`config.mk`:
```
export PLATFORM = sky130hd
export DESIGN_NAME = erase_seq_top
export DESIGN_NICKNAME = d
export VERILOG_FILES = /design/src/rtl/erase_seq_pkg.sv /design/src/rtl/erase_seq_ctrl.sv /design/src/rtl/erase_seq_dp.sv /design/src/rtl/erase_seq_top.sv
export SDC_FILE = /design/constraint.sdc
export NUM_CORES = 1
export LEC_CHECK = 0
export ABC_AREA = 1
export BUFFER_PORTS_ARGS = -buffer_cell sky130_fd_sc_hd__buf_2
export CAP_MARGIN = 20
export CORE_MARGIN = 4
export CORE_UTILIZATION = 48
export DETAILED_ROUTE_END_ITERATION = 10
export GPL_TIMING_DRIVEN = 0
export PLACE_DENSITY = 0.81
export SYNTH_ARGS = -nofsm -noshare
export SYNTH_HDL_FRONTEND = slang
export SYNTH_SLANG_ARGS = --single-unit
```
`constraint.sdc`:
```
create_clock -name clk -period 1.35 [get_ports clk]
set_input_delay 0.2025 -clock clk [delete_from_list [all_inputs] [get_ports clk]]
set_output_delay 0.2025 -clock clk [all_outputs]
set_load 0.01 [all_outputs]
```
`src/rtl/erase_seq_pkg.sv`:
```
package erase_seq_pkg;
  typedef struct packed {
    logic start;
    logic adv;
    logic resume;
    logic suspReq;
  } seqStrobe_t;
endpackage

```
`src/rtl/erase_seq_ctrl.sv`:
```
module erase_seq_ctrl
  import erase_seq_pkg::*;
(
  input  logic       clk,
  input  logic       rstN,
  input  logic       wrEn,
  input  logic       wErs,
  input  logic       wHv,
  input  logic       wSusp,
  input  logic       rdReq,
  input  logic       done,
  output seqStrobe_t stb,
  output logic       suspAck,
  output logic       rdAck,
  output logic       rdErr
);
  logic ers, hv, susp, running;

  assign running = ers & hv & ~susp & ~done;

  always_comb begin
    stb.start   = wrEn & wErs & wHv & ~wSusp & ~hv & ~susp;
    stb.adv     = running;
    stb.resume  = wrEn & ~wSusp & susp & hv;
    stb.suspReq = wrEn & wSusp & ~susp & running;
  end

  always_ff @(posedge clk or negedge rstN) begin
    if (!rstN) begin
      ers <= 1'b0; hv <= 1'b0; susp <= 1'b0;
      rdAck <= 1'b0; rdErr <= 1'b0;
    end else begin
      if (wrEn) begin
        ers <= wErs;
        hv  <= wHv;
        if (wSusp) susp <= 1'b1;
        else if (hv) susp <= 1'b0;
      end
      rdAck <= rdReq & ~running;
      rdErr <= rdReq & running;
    end
  end

  assign suspAck = susp & ers;

  assert_clear_ignored_R5: assert property (@(posedge clk) disable iff (!rstN)
    (wrEn && !wSusp && susp && !hv) |=> susp);
  assert_rd_exclusive_R6: assert property (@(posedge clk) disable iff (!rstN)
    !(rdAck && rdErr));
endmodule

```
`src/rtl/erase_seq_dp.sv`:
```
module erase_seq_dp
  import erase_seq_pkg::*;
#(
  parameter int PHASES     = 256,
  parameter int CKPT_BITS  = 3,
  parameter int MIN_GAP    = 20,
  parameter int VIOL_LIMIT = 3,
  localparam int PW = $clog2(PHASES),
  localparam int GW = $clog2(MIN_GAP + 1),
  localparam int VW = $clog2(VIOL_LIMIT + 1)
)(
  input  logic          clk,
  input  logic          rstN,
  input  seqStrobe_t    stb,
  output logic [PW-1:0] phase,
  output logic          done,
  output logic          good
);
  localparam logic [PW-1:0] LAST   = PW'(PHASES - 1);
  localparam logic [PW-1:0] CKMASK = ~PW'((1 << CKPT_BITS) - 1);
  localparam logic [GW-1:0] GAPMAX = GW'(MIN_GAP);
  localparam logic [VW-1:0] VLAST  = VW'(VIOL_LIMIT - 1);

  logic [GW-1:0] gap;
  logic [VW-1:0] viol;
  logic          early;

  assign early = stb.suspReq & (gap < GAPMAX);

  always_ff @(posedge clk or negedge rstN) begin
    if (!rstN) begin
      phase <= '0; gap <= '0; viol <= '0;
      done <= 1'b0; good <= 1'b0;
    end else if (stb.start) begin
      phase <= '0; gap <= '0; viol <= '0;
      done <= 1'b0; good <= 1'b0;
    end else begin
      if (stb.adv) begin
        if (phase == LAST) begin
          done <= 1'b1;
          good <= 1'b1;
        end else begin
          phase <= phase + 1'b1;
        end
      end
      if (stb.resume) phase <= phase & CKMASK;
      if (stb.resume) gap <= '0;
      else if (gap < GAPMAX) gap <= gap + 1'b1;
      if (early) begin
        viol <= viol + 1'b1;
        if (viol == VLAST) begin
          done <= 1'b1;
          good <= 1'b0;
        end
      end
    end
  end

  assert_step_R2: assert property (@(posedge clk) disable iff (!rstN)
    (stb.adv && phase != LAST && !stb.start) |=> phase == $past(phase) + 1'b1);
  assert_frozen_R3: assert property (@(posedge clk) disable iff (!rstN)
    (!stb.adv && !stb.start && !stb.resume) |=> $stable(phase));
  assert_rollback_R4: assert property (@(posedge clk) disable iff (!rstN)
    stb.resume |=> (phase[CKPT_BITS-1:0] == '0) && (phase <= $past(phase)));
  assert_fail_count_R8: assert property (@(posedge clk) disable iff (!rstN)
    (done && !good) |-> viol == VW'(VIOL_LIMIT));
endmodule

```
`src/rtl/erase_seq_top.sv`:
```
module erase_seq_top
  import erase_seq_pkg::*;
#(
  parameter int PHASES     = 256,
  parameter int CKPT_BITS  = 3,
  parameter int MIN_GAP    = 20,
  parameter int VIOL_LIMIT = 3,
  localparam int PW = $clog2(PHASES)
)(
  input  logic          clk,
  input  logic          rstN,
  input  logic          wrEn,
  input  logic          wErs,
  input  logic          wHv,
  input  logic          wSusp,
  input  logic          rdReq,
  output logic          rdAck,
  output logic          rdErr,
  output logic          done,
  output logic          good,
  output logic          suspAck,
  output logic [PW-1:0] phase
);
  seqStrobe_t stb;

  erase_seq_ctrl u_ctrl (
    .clk(clk), .rstN(rstN), .wrEn(wrEn), .wErs(wErs), .wHv(wHv),
    .wSusp(wSusp), .rdReq(rdReq), .done(done), .stb(stb),
    .suspAck(suspAck), .rdAck(rdAck), .rdErr(rdErr)
  );

  erase_seq_dp #(
    .PHASES(PHASES), .CKPT_BITS(CKPT_BITS),
    .MIN_GAP(MIN_GAP), .VIOL_LIMIT(VIOL_LIMIT)
  ) u_dp (
    .clk(clk), .rstN(rstN), .stb(stb),
    .phase(phase), .done(done), .good(good)
  );
endmodule

```
==> reports/qor.txt <==
FF-to-FF End: u_dp.phase[2]$_DFFE_PN0P_
PortBufs: 19
WL/cell: 12.8 um
Post-synth EDFFs: 0
Reg2Reg Depth: 9
Number of detailed-route iterations in the first pass: 5
Status: completed
Initial Util: 0.505
Gpl congestion: 0.821
Synth Net Count: 151
First-pass GRT wire length: 4110 um
Post-synth top cells: nand2_1 (37), dfrtp_1 (22), nor2_1 (20), inv_1 (14), nand3_1 (10)
Die width: 56.5 um
Peak Freq: 759 MHz
Drc violations: 0
Peak VDD IR: 0.000998 V
PD cells: 1240 mW/mm2
Yosys top cell by area: dfrtp_1
Worst hold slack: 0.110 ns
Sinks on Clock Net: 22
Via-to-Cell Ratio: 5.30
CTS max path bufs: 2
Register bit total from synthesis: 22
Post-synth top flop: dfrtp_1
Final Hold Fails: 0
Placed cells: 188
Finished Cell Area: 0.00150 mm2
Yosys warns: 0
CTS root buf: clkbuf_4
Pwr Total: 0.00186 W
CP startpoint kind: register
Synth Area per Inst: 8.00 um2
CP required: 1.60 ns
Asr flop ratio synth: 1.00
Final setup viols: 0
Core Region: 0.00223 mm2
Finished Layout Cells: 203
Synth top area share: 0.488
Vias in the first global route: 940
Placed cell area: 0.00126 mm2
CP endpoint kind: register
Die footprint: 0.00319 mm2
Crit path max fanout: 5
Post-layout min period: 1.32 ns
H-Tree Level Count: 1
R2r startpoint: u_dp.phase[0]$_DFFE_PN0P_
Slew margin rel.: 0.676
Share of post-route cells with drive strength above 1: 0.354
Antenna diode instance count: 0
Synth top area cells: dfrtp_1 (49%), nand2_1 (12%), nor2_1 (6.7%)
Clock transition at path regs: 0.11 ns
Gr ovfl total: 0
Post-layout util: 0.669
CP Capture Point: u_dp.phase[2]$_DFFE_PN0P_
DIE HEIGHT: 56.5 um
Final slew viol count: 0
Nets: 187
CTS Buf Count: 3
Ports: 20
Count leader, synth: nand2_1
Initial antenna violation count: 0
Synthesis-to-finish area growth: 32.5%
Sequential share of the synthesized area: 0.488
Worst path arrival time: 1.57 ns
Post-synthesis cell type count: 21
Final Skew: 0.00122 ns
GRT Overall Usage: 0.161
Syn Std Cell Area: 0.00113 mm2
Min-delay worst type: in -> reg
Post-Syn Instances: 141
Crit Path Category: reg -> reg
Initial DRC count: 31
Drt total wl: 2590 um
Crit path launch: u_dp.phase[0]$_DFFE_PN0P_
Largest net degree at the start of global routing: 23
Site row count: 17
Max_cap viols: 0
Via count: 1,075
Clk_lat worst skew: 0.31 ns
Final Cycle Share: 0.976
Slew at the pin closest to its max-slew limit: 0.486 ns
CTS tree: yes
RSZ-0062 raised after global routing: true
Leakage: 0.781 nW
Antenna viol nets, final: 0
HPWL Detailed: 1720 um
Flop-to-flop setup slack: 0.03 ns
[logic make-up after synthesis]
logic type | count (synthesis) | share of synthesized area
AND/OR/NAND/NOR | 78 | 0.310
flip-flops | 22 | 0.488
multiplexers | 1 | 0.00998
XOR/XNOR | 3 | 0.0233
adder cells (fa/ha/maj) | 3 | 0.0333
buffers and inverters | 17 | 0.0576
AO/OA/AOI/OAI | 17 | 0.0776
[power breakdown]
group | internal, W | switching, W
Clock | 0.000104 | 0.000190
Combinational | 0.000274 | 0.000329
Sequential | 0.000806 | 0.000154
Total | 0.00118 | 0.000674
[area by class of cell]
cell class                 instances  area [um2]
fill                             172         738
multi-input combinational        102         618
sequential                        22         556
timing repair buffer              31         194
inverter                          16        62.6
tap                               28        35.0
clock buffer                       3        22.5
buffer                             1        7.51
[per-stage QoR]
step	TNS, ns	setup slack (ns)
2_1_floorplan	0	0.00603
3_3_place_gp	-0.616	-0.104
3_5_place_dp	-0.955	-0.152
4_1_cts	0	0.000471
5_1_grt	-0.118	-0.0429
6_report	0	0.0322
[per-layer routing]
layer / global-route usage / up-vias / wire length, um
li1: - / 522 / -
met1: 0.197 / 502 / 1060
met2: 0.274 / 45 / 1310
met3: 0.0552 / 6 / 191
met4: 0.0305 / 0 / 36
met5: 0 / - / 0
[state kept, by name (all words and copies together) (netlist names)]
register and cells:
u_ctrl.rdErr 1, u_dp.gap 5, u_ctrl.ers 1, u_ctrl.rdAck 1
u_ctrl.susp 1, u_dp.phase 8, u_dp.good 1, u_dp.done 1
u_dp.viol 2, u_ctrl.hv 1
[cells in the final DEF (no fill, tap or decap), types with 3 or more instances in the layout]
cell type	instances
inv_2	5
xor2_1	3
dfrtp_2	4
nand3_1	8
o21ai_0	5
a21oi_1	4
buf_4	12
buf_2	18
nor2_1	16
clkbuf_4	3
nand2_1	34
inv_1	10
dfrtp_1	18
o21ai_1	6
nand4_1	3
[critical path, cell delays in order, from the launching register on]
cell     delay, ns
dfrtp_1       0.42
ha_4          0.17
nand3_4       0.10
inv_2         0.09
nand2_4       0.06
nand2_4       0.11
nand2_8       0.08
nor2_4        0.10
nand2_1       0.07
nand2_1       0.06
[worst min-delay path by stage]
stage,startpoint,end,depth (start not counted)
final,rdReq,u_ctrl.rdErr$_DFF_PN0_,3
after global routing,rdReq,u_ctrl.rdAck$_DFF_PN0_,3
after CTS,rdReq,u_ctrl.rdErr$_DFF_PN0_,3
after detailed placement,rstN,u_ctrl.ers$_DFFE_PN0P_,1
after global placement,rstN,u_ctrl.rdErr$_DFF_PN0_,1
after floorplan,rstN,u_ctrl.ers$_DFFE_PN0P_,0
[repair_timing]
action | 4_1_cts | 5_1_grt
endpoints found under the hold margin | 22 | 0
setup endpoints to repair | 8 | 14
setup buffers | 2 | 10
pin swaps | 2 | 6
hold buffers | 1 | 0
resized for setup | 6 | 29
No activity file was read; power rests on OpenSTA's default activity.
